$ cat src/rtl/useq_pkg.sv
package useq_pkg;
  localparam int DEF_NUM_COND = 8;
  localparam int DEF_ADDR_W   = 6;
  localparam int DEF_NUM_GRP  = 4;
  localparam int DEF_MUX_W    = 2;

  // word width for a given configuration
  function automatic int word_width(input int ncond, input int aw, input int ngrp, input int mw);
    return ngrp * (mw + 1) + $clog2(ncond) + 2 * aw;
  endfunction
endpackage

$ cat src/rtl/useq_store.sv
module useq_store #(
  parameter int NUM_COND = useq_pkg::DEF_NUM_COND,
  parameter int ADDR_W   = useq_pkg::DEF_ADDR_W,
  parameter int NUM_GRP  = useq_pkg::DEF_NUM_GRP,
  parameter int MUX_W    = useq_pkg::DEF_MUX_W,
  localparam int SEL_W   = $clog2(NUM_COND),
  localparam int GRP_W   = MUX_W + 1,
  localparam int WORD_W  = useq_pkg::word_width(NUM_COND, ADDR_W, NUM_GRP, MUX_W)
) (
  input  logic [ADDR_W-1:0] addr_i,
  output logic [WORD_W-1:0] word_o
);
  localparam int TEST_LSB = 2 * ADDR_W;
  localparam int GRP_LSB  = TEST_LSB + SEL_W;

  function automatic logic [WORD_W-1:0] entry(input logic [ADDR_W-1:0] addr);
    logic [WORD_W-1:0] w;
    int m [4];
    int c [4];
    int t, a, b;
    m = '{0, 0, 0, 0};
    c = '{0, 0, 0, 0};
    t = 0; a = 0; b = 0;
    case (int'(addr))
      0: begin m[0] = 1; c[0] = 1; a = 1; b = 1; end
      1: begin m[1] = 2; c[1] = 1; t = 3; a = 2; b = 5; end
      2: begin m[2] = 3; c[2] = 1; a = 3; b = 3; end
      3: begin c[3] = 1; t = 5; a = 3; b = 4; end
      4: begin m[0] = 2; m[1] = 1; c[1] = 1; t = 7; a = 0; b = 6; end
      5: begin m[2] = 1; c[2] = 1; m[3] = 2; c[3] = 1; end
      6: begin m = '{3, 3, 3, 3}; c = '{1, 1, 1, 1}; t = 1; a = 0; b = 2; end
      default: ;
    endcase
    w = '0;
    w[ADDR_W-1:0]            = ADDR_W'(b);
    w[TEST_LSB-1:ADDR_W]     = ADDR_W'(a);
    w[GRP_LSB-1:TEST_LSB]    = SEL_W'(t);
    for (int g = 0; g < NUM_GRP; g++) begin
      // group 0 is most significant; select sits above its enable
      w[GRP_LSB + (NUM_GRP - 1 - g) * GRP_W]          = (c[g % 4] != 0);
      w[GRP_LSB + (NUM_GRP - 1 - g) * GRP_W + 1 +: MUX_W] = MUX_W'(m[g % 4]);
    end
    return w;
  endfunction

  assign word_o = entry(addr_i);
endmodule

$ cat src/rtl/useq_cond_mux.sv
module useq_cond_mux #(
  parameter int NUM_COND = useq_pkg::DEF_NUM_COND,
  localparam int SEL_W   = $clog2(NUM_COND)
) (
  input  logic [NUM_COND-1:0] cond_i,
  input  logic [SEL_W-1:0]    test_i,
  output logic                bit_o
);
  always_comb begin
    bit_o = 1'b0;
    for (int i = 0; i < NUM_COND; i++)
      if (test_i == SEL_W'(i)) bit_o = cond_i[i];
  end
endmodule

$ cat src/rtl/useq_next_sel.sv
module useq_next_sel #(
  parameter int ADDR_W = useq_pkg::DEF_ADDR_W
) (
  input  logic              rst,
  input  logic              pick_b_i,
  input  logic [ADDR_W-1:0] tgt_a_i,
  input  logic [ADDR_W-1:0] tgt_b_i,
  output logic [ADDR_W-1:0] next_o
);
  always_comb begin
    if (rst)           next_o = '0;
    else if (pick_b_i) next_o = tgt_b_i;
    else               next_o = tgt_a_i;
  end
endmodule

$ cat src/rtl/useq_two_target.sv
module useq_two_target #(
  parameter int NUM_COND = useq_pkg::DEF_NUM_COND,
  parameter int ADDR_W   = useq_pkg::DEF_ADDR_W,
  parameter int NUM_GRP  = useq_pkg::DEF_NUM_GRP,
  parameter int MUX_W    = useq_pkg::DEF_MUX_W
) (
  input  logic                       clk,
  input  logic                       rst,
  input  logic [NUM_COND-1:0]        cond_i,
  output logic [ADDR_W-1:0]          uaddr_o,
  output logic [NUM_GRP*MUX_W-1:0]   mux_sel_o,
  output logic [NUM_GRP-1:0]         clk_en_o
);
  localparam int SEL_W    = $clog2(NUM_COND);
  localparam int GRP_W    = MUX_W + 1;
  localparam int WORD_W   = useq_pkg::word_width(NUM_COND, ADDR_W, NUM_GRP, MUX_W);
  localparam int TEST_LSB = 2 * ADDR_W;
  localparam int GRP_LSB  = TEST_LSB + SEL_W;

  logic [ADDR_W-1:0] upc_q, next_addr;
  logic [WORD_W-1:0] word_q, word_next;
  logic              pick_b;
  logic              rst_q;

  useq_store #(.NUM_COND(NUM_COND), .ADDR_W(ADDR_W), .NUM_GRP(NUM_GRP), .MUX_W(MUX_W)) u_store (
    .addr_i(next_addr), .word_o(word_next)
  );

  useq_cond_mux #(.NUM_COND(NUM_COND)) u_cmux (
    .cond_i(cond_i), .test_i(word_q[GRP_LSB-1:TEST_LSB]), .bit_o(pick_b)
  );

  useq_next_sel #(.ADDR_W(ADDR_W)) u_nsel (
    .rst(rst), .pick_b_i(pick_b),
    .tgt_a_i(word_q[TEST_LSB-1:ADDR_W]), .tgt_b_i(word_q[ADDR_W-1:0]),
    .next_o(next_addr)
  );

  // state and its word advance together
  always_ff @(posedge clk) begin
    upc_q  <= next_addr;
    word_q <= word_next;
    rst_q  <= rst;
  end

  assign uaddr_o = upc_q;

  for (genvar g = 0; g < NUM_GRP; g++) begin : g_grp
    localparam int BASE = GRP_LSB + (NUM_GRP - 1 - g) * GRP_W;
    assign clk_en_o[g]                = word_q[BASE];
    assign mux_sel_o[g*MUX_W +: MUX_W] = word_q[BASE + 1 +: MUX_W];
  end


  always_comb begin
    if (rst_q) reset_zero_chk: assert (upc_q == '0);
  end


  take_b_chk: assert property (@(posedge clk) disable iff (rst)
    pick_b |=> upc_q == $past(word_q[ADDR_W-1:0]));


  take_a_chk: assert property (@(posedge clk) disable iff (rst)
    !pick_b |=> upc_q == $past(word_q[TEST_LSB-1:ADDR_W]));


  ctrl_follows_state_chk: assert property (@(posedge clk) disable iff (rst)
    (upc_q == $past(upc_q)) |-> ($stable(mux_sel_o) && $stable(clk_en_o)));
endmodule

$ cat config.mk
export PLATFORM = sky130hd
export DESIGN_NAME = useq_two_target
export DESIGN_NICKNAME = d
export VERILOG_FILES = /design/src/rtl/useq_pkg.sv /design/src/rtl/useq_store.sv /design/src/rtl/useq_cond_mux.sv /design/src/rtl/useq_next_sel.sv /design/src/rtl/useq_two_target.sv
export SDC_FILE = /design/constraint.sdc
export NUM_CORES = 1
export LEC_CHECK = 0
export BUFFER_PORTS_ARGS = -buffer_cell sky130_fd_sc_hd__buf_4
export CAP_MARGIN = 20
export CORE_MARGIN = 2
export CORE_UTILIZATION = 55
export CTS_BUF_LIST = sky130_fd_sc_hd__clkbuf_8
export DETAILED_ROUTE_END_ITERATION = 7
export PLACE_DENSITY_LB_ADDON = 0.3
export SLEW_MARGIN = 20
export SYNTH_ARGS = -nofsm -noshare
export SYNTH_HDL_FRONTEND = slang
export SYNTH_SLANG_ARGS = --single-unit
$ cat constraint.sdc
create_clock -name clk -period 3.4 [get_ports clk]
set_input_delay 0.51 -clock clk [delete_from_list [all_inputs] [get_ports clk]]
set_output_delay 0.51 -clock clk [all_outputs]
set_load 0.01 [all_outputs]
# Word-level counts from Yosys, hierarchy flattened
# Index checks and enable logic that the tools add are counted.
[totals]
in_bits = 10
wordCells = 48
output_inout_bits = 18
reg_bits = 33
[classes]
n_eq_ne = 13
n_mux = 21
n_reduce_logical = 12
[ops]
columns = ["op", "count"]
rows = [
  ["$reduce_bool 32->1", 4],
  ["$eq 6x3->1 const B", 3],
  ["$pmux 2 s3", 3],
  ["$pmux 3 s6", 1],
  ["$eq 3x3->1 const B", 4],
  ["$eq 6x2->1 const B", 2],
  ["$mux 1", 12],
  ["$mux 6", 2],
  ["$pmux 3 s4", 1],
  ["$reduce_or 3->1", 3],
  ["$pmux 2 s2", 2],
  ["$eq 3x2->1 const B", 2],
  ["$eq 6x1->1 const B", 1],
  ["$logic_not 6->1", 1],
  ["$reduce_or 2->1", 3],
  ["$eq 3x1->1 const B", 1],
  ["$logic_not 3->1", 1],
]

# Longest topological paths before layout
# Gate-level depths: netlist of the first run.
[logic_depth]
ltp_word = 15
depth_mapped = 5
mapped_depth_nobuf = 4

# Hierarchy
# From an unflattened synthesis of the first run, not the netlist that was laid out.
[hier_totals]
hier_cells = 112
hier_area_um2 = 1255.0
[by_module_without_submodules]
columns = ["module", "area_per_inst_um2", "cells_each", "instances", "seq_area_each_um2"]
rows = [
  ["useq_two_target", 750.7, 45, 1, 660.6],
  ["useq_store", 346.6, 51, 1, 0.0],
  ["useq_next_sel", 93.8, 13, 1, 0.0],
  ["useq_cond_mux", 63.8, 3, 1, 0.0],
]

# Least setup slack after synthesis of the first run
# OpenSTA, ideal clock, no wires.
[synth_timing]
path_kind = "input to register"
from = "in cond_i[1]"
to = "reg upc_q[1], in the netlist uaddr_o[1]"
t_arrival_ps = 1618
n_path_buf = 1
t_required_ps = 3272
setup_time_ps = 128
path_slack_ps = 1655
path_stages = 5
cell_sequence = "mux4_1 mux2i_4 buf_6 mux2i_1 nor2_1"
[synth_via]
elab_chain_len = 9
[synth_lines]
columns = ["element", "line", "source"]
rows = [
  ["from (decl)", "useq_two_target.sv:9", "input logic [NUM_COND-1:0] cond_i,"],
  ["$mux 1 (7 in a row)", "useq_cond_mux.sv:12", "if (test_i == SEL_W'(i)) bit_o = cond_i[i];"],
  ["$mux 6", "useq_next_sel.sv:12", "else if (pick_b_i) next_o = tgt_b_i;"],
  ["$mux 6", "useq_next_sel.sv:11", "if (rst) next_o = '0;"],
  ["net next_addr[1]", "useq_two_target.sv:20", "logic [ADDR_W-1:0] upc_q, next_addr;"],
  ["to (signal assigned)", "useq_two_target.sv:41", "upc_q <= next_addr;"],
  ["to (decl)", "useq_two_target.sv:20", ""],
]
# The timed path passes the listed nets, and every way through them passes these cells.

# Worst setup path after layout of the first run
[layout_timing]
from = "reg word_q[12]"
to = "reg word_q[14]"
[layout_via]
elab_chain_len = 13
word_cells_on_any_way = 23
cone_classes = "eq/ne (11); mux (11); reduce/logical (1)"
[layout_lines]
columns = ["element", "line", "source"]
rows = [
  ["from (decl)", "useq_two_target.sv:21", "logic [WORD_W-1:0] word_q, word_next;"],
  ["from (signal assigned)", "useq_two_target.sv:42", "word_q <= word_next;"],
  ["$logic_not 3->1", "useq_cond_mux.sv:12", ""],
  ["$mux 1 (7 in a row)", "useq_cond_mux.sv:12", ""],
  ["$mux 1 *", "useq_cond_mux.sv:12", ""],
  ["$mux 6 *", "useq_next_sel.sv:12", ""],
  ["$mux 6 *", "useq_next_sel.sv:11", ""],
  ["$eq 6x3->1, or another cell as far along", "useq_store.sv:24", "case (int'(addr))"],
  ["$pmux 3 s4 *", "useq_store.sv:24", ""],
  ["net u_store.word_o[14]", "useq_store.sv:11", "output logic [WORD_W-1:0] word_o"],
]
# The timed path passes the listed nets; every way through them passes the cells marked *.

==> flow_metrics.env, run 1 <==
export IMPL_status="complete, no violations"
export IMPL_synth_cell_types=30
export IMPL_insertion_delay_ns=0.25
export IMPL_initial_core_util_pct=59.7
export IMPL_critPathMaxFanout=22
export IMPL_skew_ns=0.00384
export IMPL_synth_seq_area_share_pct=45.7
export IMPL_worstPathArrival_ns=2.11
export IMPL_nets=124
export IMPL_antenna_found_initial=0
export IMPL_postRouteAntennaNets=0
export IMPL_holdBufCountCts=0
export IMPL_grt_max_degree=23
export IMPL_firstDrtPassIters=4
export IMPL_gp_congestion=0.784
export IMPL_multi_input_comb_area_um2=423
export IMPL_vias_per_cell=5.32
export IMPL_finish_instance_area_mm2=0.00110
export IMPL_crit_cells=4
export IMPL_route_vias_total=686
export IMPL_synthToLayoutAreaGrowth_pct=19.3
export IMPL_ff2ff_setup_slack_ns=1.43
export IMPL_endpoint="word_q[14]"
export IMPL_setup_violations=0
export IMPL_path_buf_inv=0
export IMPL_critPathCaptureType="flip-flop"
export IMPL_dpl_hpwl_um=1180
export IMPL_cts_sinks=21
export IMPL_path_cells="mux4_1 > mux2i_4 > a21o_1 > a21oi_1"
export IMPL_grt_first_pass_wirelength_um=2660
export IMPL_max_stage_delay_ns=0.61
export IMPL_remaining_drc_errors=0
export IMPL_slew_violations=0
export IMPL_cts_root_buf="clkbuf_8"
export IMPL_ys_ff_latch=21
export IMPL_synth_cells=94
export IMPL_num_fill_cells=118
export IMPL_worstSetupStartpointType="flip-flop"
export IMPL_drive_gt1_share_pct=29.2
export IMPL_grt_pass1_vias=606
export IMPL_dp_cells=125
export IMPL_rr_startpoint="word_q[12]"
export IMPL_cap_violations=0
export IMPL_drt_iter0_markers=11
export IMPL_cts_resized=0
export IMPL_diodes=0
export IMPL_placed_cell_area_mm2=0.00105
export IMPL_hp_class="input port to flip-flop"
export IMPL_grt_ovfl_total=0
export IMPL_wirelength_um=1670
export IMPL_post_drt_wl_per_cell_um=12.9
export IMPL_r2r_end="word_q[14]"
export IMPL_core_area_mm2=0.00154
export IMPL_cp_startpoint="word_q[12]"
export IMPL_crit_required_ns=3.53
export IMPL_ff2ff_path_depth=4
export IMPL_die_area_mm2=0.00202
export IMPL_slowest_stage="mux4_1"
export IMPL_die_x_um=44.9
export IMPL_critPathTopFamily="multiplexers"
export IMPL_cts_tree="yes"
export IMPL_cts_clk_slew_worst_paths_ns=0.08
export IMPL_htreeDepth=1
export IMPL_fp_dieH_um=44.9
export IMPL_worst_slew_pin_slew_ns=0.664
export IMPL_io_pins=28
export IMPL_cts_buffers_inserted=3
export IMPL_fin_crit_sh_pct=58.0
export IMPL_maxSlewHeadroom_pct=54.8
export IMPL_ys_warn_count=0
export IMPL_std_cell_rows=14
export IMPL_final_cells=129
export IMPL_vdd_drop_max_mv=0.622
export IMPL_io_buffers=24
export IMPL_path_class="flip-flop to flip-flop"
export IMPL_rsz0062_at_grt="no"
export IMPL_clock_path_buffers=2
export IMPL_grt_usage_pct=18.3
export IMPL_clock_fmax_ghz=0.507
export IMPL_avgSynthCellArea_um2=9.78
export IMPL_fin_tns_setup_ns=0
export IMPL_pwr_density_cell_mw_per_mm2=971
export IMPL_fin_crit_ns=1.97
export IMPL_worstHoldStart="rst"
export IMPL_syn_area_um2=920
export IMPL_post_cts_buffers=0
export IMPL_regArea_um2=420
export IMPL_hold_violations=0
export IMPL_leakage_nw=0.495
layer usage:
| metal | vias to the layer above | global-route usage [%] | part of all wire (%) |
|---|---|---|---|
| li1 | 348 | - | - |
| met1 | 323 | 24.0 | 47 |
| met2 | 13 | 29.9 | 49 |
| met3 | 2 | 3.60 | 3.5 |
| met4 | 0 | 7.06 | 0.66 |
| met5 | - | 0 | 0 |
cells in the mapped netlist (all sizes together):
cell / count / area [µm²]
dfxtp: 21 / 420
buf: 8 / 65.1
clkbuf: 3 / 11.3
o21a: 1 / 7.51
xnor2: 1 / 8.76
nor3: 2 / 10.0
mux4: 2 / 52.6
o21bai: 1 / 7.51
nor2: 9 / 33.8
a21oi: 13 / 65.1
or2: 3 / 18.8
xor2: 1 / 8.76
mux2i: 3 / 42.5
a21o: 4 / 30.0
or3: 3 / 18.8
nand2b: 4 / 25.0
nand3: 2 / 22.5
or3b: 1 / 8.76
nor2b: 3 / 18.8
o21ai: 2 / 13.8
nand2: 3 / 11.3
conb: 1 / 3.75
inv: 2 / 7.51
a211oi: 1 / 7.51
final cells by class:
class	count	area share, %
clock buffers	3	3.76
clock inverters	1	0.456
inverters	2	0.684
multi-input cells	62	38.5
flip-flops and latches	21	38.3
well taps	16	1.82
repair buffers	24	16.4
worst reg2reg max path, stage by stage, from the launching register on:
cell     delay, ns
dfxtp_1       0.36
mux4_1        0.61
mux2i_4       0.56
a21o_1        0.25
a21oi_1       0.07
where the power goes:
part | internal, mW | switching, mW | leakage [nW]
clock | 0.0814 | 0.0781 | 0.0255
sequential | 0.336 | 0.0905 | 0.173
combinational | 0.239 | 0.241 | 0.297
state kept, by name, indices dropped and copies added (netlist names):
| register | count |
|---|---|
| uaddr_o | 3 |
| word_q | 18 |
through the flow:
| step | utilization [%] | hold WS, ns | total power, mW | worst slack [ns] |
|---|---|---|---|---|
| 6_report | 71.2 | 0.508 | 1.07 | 1.43 |
| 5_1_grt | 71.2 | 0.511 | 1.14 | 1.31 |
| 4_1_cts | 71.2 | 0.507 | 1.07 | 1.43 |
| 3_5_place_dp | 68.2 | 0.560 | 0.905 | 1.23 |
| 3_3_place_gp | 68.2 | 0.556 | 0.890 | 1.28 |
| 2_1_floorplan | - | 0.525 | 0.808 | 1.65 |
kinds of logic (layout without fill, tap and decap cells):
group	Yosys count	after routing	share of synthesized area (%)
AO/OA/AOI/OAI	22	22	14.3
XOR/XNOR	2	2	1.91
buffers and inverters	13	30	9.12
flip-flops	21	21	45.7
multiplexers	5	5	10.3
other	1	3	0.408
AND/OR/NAND/NOR	30	30	18.2
worst min path at each step:
| stage | slack, ns | cells past startpoint | to |
|---|---|---|---|
| floorplan | 0.53 | 2 | word_q[1] |
| global placement | 0.56 | 2 | word_q[18] |
| detailed placement | 0.56 | 2 | word_q[19] |
| CTS | 0.51 | 2 | word_q[13] |
| global route | 0.51 | 2 | word_q[13] |
| finish | 0.51 | 2 | word_q[13] |
cells in the final DEF (no fill, tap or decap), drive strengths merged:
| master | Yosys | layout |
|---|---|---|
| a211oi | 1 | 1 |
| a21o | 4 | 4 |
| a21oi | 13 | 13 |
| buf | 8 | 24 |
| clkbuf | 3 | 3 |
| clkinv | 0 | 1 |
| conb | 1 | 3 |
| dfxtp | 21 | 21 |
| inv | 2 | 2 |
| mux2i | 3 | 3 |
| mux4 | 2 | 2 |
| nand2 | 3 | 3 |
| nand2b | 4 | 4 |
| nand3 | 2 | 2 |
| nor2 | 9 | 9 |
| nor2b | 3 | 3 |
| nor3 | 2 | 2 |
| o21a | 1 | 1 |
| o21ai | 2 | 2 |
| o21bai | 1 | 1 |
| or2 | 3 | 3 |
| or3 | 3 | 3 |
| or3b | 1 | 1 |
| xnor2 | 1 | 1 |
| xor2 | 1 | 1 |
(Power assumes the default switching activity.)
==> run 2: changes to the inputs <==
--- a/config.mk
+++ b/config.mk
@@ -8,7 +8,7 @@
 export BUFFER_PORTS_ARGS = -buffer_cell sky130_fd_sc_hd__buf_4
 export CAP_MARGIN = 20
 export CORE_MARGIN = 2
-export CORE_UTILIZATION = 55
+export CORE_UTILIZATION = 46
 export CTS_BUF_LIST = sky130_fd_sc_hd__clkbuf_8
 export DETAILED_ROUTE_END_ITERATION = 7
 export PLACE_DENSITY_LB_ADDON = 0.3
==> constraint.sdc (replaced) <==
create_clock -name clk -period 1.8 [get_ports clk]
set_input_delay 0.27 -clock clk [delete_from_list [all_inputs] [get_ports clk]]
set_output_delay 0.27 -clock clk [all_outputs]
set_load 0.01 [all_outputs]
==> run 2 against run 1 <==
Compared with the run above:
- flip-flop and latch count stayed put
- fmax is 16% higher
- critical path depth is 1 higher
- non-clock buffer count is 2 higher
- count of clock-buffer cells in the layout stayed put
- clock power is 89% higher
- power is 95% higher
- critical path type unchanged
- final cell count is 10% higher
- sequential share of layout area is 1.3 points lower
==> flow_metrics.env, run 2 (synthesis results as in run 1) <==
export IMPL_die_x_um=48.7
export IMPL_std_cell_rows=16
export IMPL_pwr_density_cell_mw_per_mm2=1830
export IMPL_cts_sinks=21
export IMPL_worstPathArrival_ns=1.85
export IMPL_grt_first_pass_wirelength_um=2620
export IMPL_cap_violations=0
export IMPL_critPathMaxFanout=22
export IMPL_grt_max_degree=23
export IMPL_cts_resized=0
export IMPL_slew_violations=0
export IMPL_cts_root_buf="clkbuf_8"
export IMPL_grt_pass1_vias=591
export IMPL_worstSetupStartpointType="flip-flop"
export IMPL_htreeDepth=1
export IMPL_post_drt_wl_per_cell_um=11.4
export IMPL_fin_crit_sh_pct=94.3
export IMPL_hold_violations=0
export IMPL_status="complete, no violations"
export IMPL_insertion_delay_ns=0.26
export IMPL_gp_congestion=0.737
export IMPL_path_class="flip-flop to flip-flop"
export IMPL_largest_reg_flops=18
export IMPL_route_vias_total=691
export IMPL_final_common_cell="buf_4"
export IMPL_post_cts_buffers=0
export IMPL_final_cell_mix="buf_4 (25), dfxtp_1 (21), a21oi_1 (13)"
export IMPL_wirelength_um=1610
export IMPL_diodes=0
export IMPL_die_area_mm2=0.00237
export IMPL_synthToLayoutAreaGrowth_pct=23.7
export IMPL_skew_ns=0.00112
export IMPL_hp_class="input port to flip-flop"
export IMPL_largest_register="word_q"
export IMPL_initial_core_util_pct=47.9
export IMPL_finalPower_mw=2.08
export IMPL_vias_per_cell=4.87
export IMPL_antenna_found_initial=0
export IMPL_ff2ff_path_depth=5
export IMPL_cts_buffers_inserted=3
export IMPL_grt_usage_pct=14.8
export IMPL_postRouteAntennaNets=0
export IMPL_clock_path_buffers=2
export IMPL_drive_gt1_share_pct=29.6
export IMPL_clock_fmax_ghz=0.589
export IMPL_dpl_hpwl_um=1140
export IMPL_whs_path_depth=2
export IMPL_grt_ovfl_total=0
export IMPL_io_pins=28
export IMPL_nets=126
export IMPL_fin_tns_setup_ns=0
export IMPL_post_route_util_pct=59.2
export IMPL_leakage_nw=0.511
export IMPL_rsz0062_at_grt="no"
export IMPL_vdd_drop_max_mv=0.980
export IMPL_crit_required_ns=1.95
export IMPL_drt_iter0_markers=13
export IMPL_setup_violations=0
export IMPL_fp_dieH_um=48.7
export IMPL_critPathCaptureType="flip-flop"
export IMPL_fin_crit_ns=1.70
export IMPL_firstDrtPassIters=4
export IMPL_holdBufCountCts=0
export IMPL_cts_clk_slew_worst_paths_ns=0.07
export IMPL_remaining_drc_errors=0
export IMPL_io_buffers=24
export IMPL_core_area_mm2=0.00192
export IMPL_cts_tree="yes"
==> run 2: metrics by stage <==
step / setup WS (ns) / hold WS, ns / area [µm²] / std cells
floorplan: 0.174 / 0.445 / 927 / 96
CTS: 0.0935 / 0.260 / 1140 / 142
global placement: 0.137 / 0.536 / 1090 / 138
detailed placement: 0.102 / 0.540 / 1090 / 138
finish: 0.103 / 0.269 / 1140 / 142
global route: 0.0429 / 0.281 / 1140 / 142
==> run 2: final cells by class <==
type                       count  area [µm²]
tap                           27        33.8
clock buffer                   3        41.3
inverter                       2        7.51
timing repair buffer          26         208
clock inverter                 1        3.75
multi-input combinational     62         423
sequential                    21         420
fill                         176         785
==> run 2: worst paths after layout <==
kind               from    endpoint  slack, ns
min reg2reg   word_q[7]  word_q[18]       0.57
max          word_q[12]   word_q[0]       0.10
min                 rst  word_q[18]       0.27
max reg2reg  word_q[12]   word_q[0]       0.10
==> run 2: routing by layer <==
metal  vias to the layer above  part of all wire, %  GRT usage [%]
li1                        351                    -              -
met1                       317                   46           19.6
met2                        18                   46           20.3
met3                         5                  4.1           2.78
met4                         0                  3.6           12.9
met5                         -                    0              0
==> run 2: where the power goes <==
group / internal, mW / switching, mW
logic: 0.523 / 0.484
clock network: 0.152 / 0.148
registers: 0.634 / 0.140
==> run 2: worst max-delay path, cell delays in order, from the launching register on <==
cell and delay (ns):
dfxtp_1 0.35, mux4_1 0.60, mux2i_4 0.18, buf_12 0.18
a211oi_1 0.06, or2_1 0.22
==> run 3: changes to the inputs <==
--- a/config.mk
+++ b/config.mk
@@ -11,6 +11,7 @@
 export CORE_UTILIZATION = 46
 export CTS_BUF_LIST = sky130_fd_sc_hd__clkbuf_8
 export DETAILED_ROUTE_END_ITERATION = 7
+export GPL_TIMING_DRIVEN = 0
 export PLACE_DENSITY_LB_ADDON = 0.3
 export SLEW_MARGIN = 20
 export SYNTH_ARGS = -nofsm -noshare
==> run 3 against run 2 <==
Compared with the run above:
- count of clock-buffer cells in the layout unchanged
- clock skew up 0.0058 ns
- critical path depth unchanged
- largest power group unchanged
==> flow_metrics.env, run 3 (synthesis results as in run 1) <==
export IMPL_post_drt_wl_per_cell_um=11.9
export IMPL_critPathTopFamily="multiplexers"
export IMPL_rsz0062_at_grt="no"
export IMPL_gp_congestion=0.762
export IMPL_ff2ff_path_depth=5
export IMPL_leakage_nw=0.535
export IMPL_grt_first_pass_wirelength_um=2760
export IMPL_hold_violations=0
export IMPL_nets=135
export IMPL_insertion_delay_ns=0.26
export IMPL_path_buf_inv=1
export IMPL_hold_ws_ns=0.318
export IMPL_cts_sinks=21
export IMPL_dp_slack_ns=0.0202
export IMPL_swShare_pct=37.8
export IMPL_fin_tns_setup_ns=0
export IMPL_die_area_mm2=0.00237
export IMPL_die_x_um=48.7
export IMPL_fin_crit_sh_pct=94.9
export IMPL_critPathMaxFanout=10
export IMPL_synthToLayoutAreaGrowth_pct=28.3
export IMPL_comb_power_share_pct=51.0
export IMPL_switching_power_mw=0.810
export IMPL_dp_cells=147
export IMPL_core_area_mm2=0.00192
export IMPL_crit_required_ns=1.94
export IMPL_postRouteAntennaNets=0
export IMPL_critPathCaptureType="flip-flop"
export IMPL_cts_tree="yes"
export IMPL_pwr_density_cell_mw_per_mm2=1820
export IMPL_p_seq_share_pct=34.8
export IMPL_drive_gt1_share_pct=34.7
export IMPL_io_buffers=24
export IMPL_final_common_cell="buf_4"
export IMPL_post_cts_buffers=0
export IMPL_diodes=0
export IMPL_dpl_hpwl_um=1310
export IMPL_grt_max_degree=13
export IMPL_finalPower_mw=2.15
export IMPL_route_vias_total=715
export IMPL_worstSetupStartpointType="flip-flop"
export IMPL_wirelength_um=1790
export IMPL_hp_class="input port to flip-flop"
export IMPL_num_fill_cells=179
export IMPL_path_class="flip-flop to flip-flop"
export IMPL_r2r_end="uaddr_o[0]"
export IMPL_post_route_util_pct=61.4
export IMPL_whs_path_depth=3
export IMPL_final_cells=151
export IMPL_skew_ns=0.00688
export IMPL_htreeDepth=1
export IMPL_final_cell_mix="buf_4 (29), dfxtp_1 (21), a21oi_1 (13)"
export IMPL_std_cell_rows=16
export IMPL_worstPathArrival_ns=1.85
export IMPL_placed_cell_area_mm2=0.00114
export IMPL_ff2ff_setup_slack_ns=0.09
export IMPL_cts_root_buf="clkbuf_8"
export IMPL_grt_usage_pct=15.3
export IMPL_initial_core_util_pct=47.9
export IMPL_remaining_drc_errors=0
export IMPL_finish_instance_area_mm2=0.00118
export IMPL_antenna_found_initial=0
export IMPL_cts_buffers_inserted=3
export IMPL_slowest_stage="mux4_2"
export IMPL_vdd_drop_max_mv=1.05
export IMPL_min_to="word_q[21]"
export IMPL_grt_ovfl_total=0
export IMPL_largest_reg_flops=18
export IMPL_vias_per_cell=4.74
export IMPL_io_pins=28
export IMPL_fin_crit_ns=1.71
export IMPL_rr_startpoint="word_q[12]"
export IMPL_status="complete, no violations"
export IMPL_grt_pass1_vias=626
export IMPL_drt_iter0_markers=14
export IMPL_path_cells="mux4_2 > mux2i_4 > buf_6 > mux2i_1 > nor2_1"
export IMPL_cts_clk_slew_worst_paths_ns=0.08
export IMPL_clock_fmax_ghz=0.586
export IMPL_worstHoldStart="rst"
export IMPL_fp_dieH_um=48.7
export IMPL_setup_ws_ns=0.0922
export IMPL_max_stage_delay_ns=0.55
export IMPL_p_int_mw=1.33
export IMPL_power_frac_clock_pct=14.1
export IMPL_cap_violations=0
export IMPL_firstDrtPassIters=5
export IMPL_setup_violations=0
export IMPL_clock_path_buffers=2
export IMPL_largest_register="word_q"
export IMPL_slew_violations=0
run 3: changes by cell type in the layout (fill, tap and decap cells not counted):
cell and change:
buf_4 +4, clkbuf_1 +3, buf_6 +2, mux4_1 -2
mux4_2 +2, buf_12 -1, buf_2 +1, clkinv_2 +1
inv_1 -1
run 3: final cells by class:
type | count | area (µm²) | share of cell area [%]
inverters | 2 | 7.51 | 0.636
flip-flops and latches | 21 | 420 | 35.6
plain buffers | 11 | 76.3 | 6.47
multi-input cells | 62 | 415 | 35.2
clock inverters | 1 | 5.00 | 0.424
well taps | 27 | 33.8 | 2.86
clock buffers | 3 | 41.3 | 3.50
repair buffers | 24 | 180 | 15.3
run 3: metal layers:
metal / track usage (%) / share of wire, % / up-vias / wire [µm]
li1: - / - / 370 / -
met1: 18.1 / 45 / 316 / 798
met2: 25.8 / 49 / 24 / 872
met3: 3.09 / 4.9 / 5 / 88
met4: 8.10 / 1.8 / 0 / 32
met5: 0 / 0 / - / 0
run 3: repair_timing:
| item | in CTS | in global routing |
|---|---|---|
| setup endpoints to repair | 0 | 6 |
| hold buffers | 0 | 0 |
| resized for setup | 0 | 2 |
run 3: worst max-delay path by stage:
stage | start | to | slack, ns | depth (start not counted)
final | word_q[12] | uaddr_o[0] | 0.09 | 5
after global routing | word_q[12] | uaddr_o[1] | 0.02 | 5
after CTS | word_q[12] | uaddr_o[1] | 0.02 | 5
after detailed placement | word_q[12] | uaddr_o[0] | 0.02 | 5
after global placement | word_q[12] | uaddr_o[0] | 0.08 | 5
after floorplan | word_q[12] | uaddr_o[1] | 0.17 | 5
run 3: worst register-to-register path, cell delays in order (launching register included):
cell and delay [ns]:
dfxtp_1 0.39, mux4_2 0.55, mux2i_4 0.21, buf_6 0.19
mux2i_1 0.20, nor2_1 0.05
run 3: power groups by stage:
stage / Combinational [mW] / Clock (mW) / Sequential [mW]
global route: 1.19 / 0.329 / 0.765
global placement: 1.07 / 0 / 0.743
finish: 1.09 / 0.303 / 0.747
CTS: 1.09 / 0.309 / 0.746
floorplan: 0.747 / 0 / 0.780
detailed placement: 1.08 / 0 / 0.755
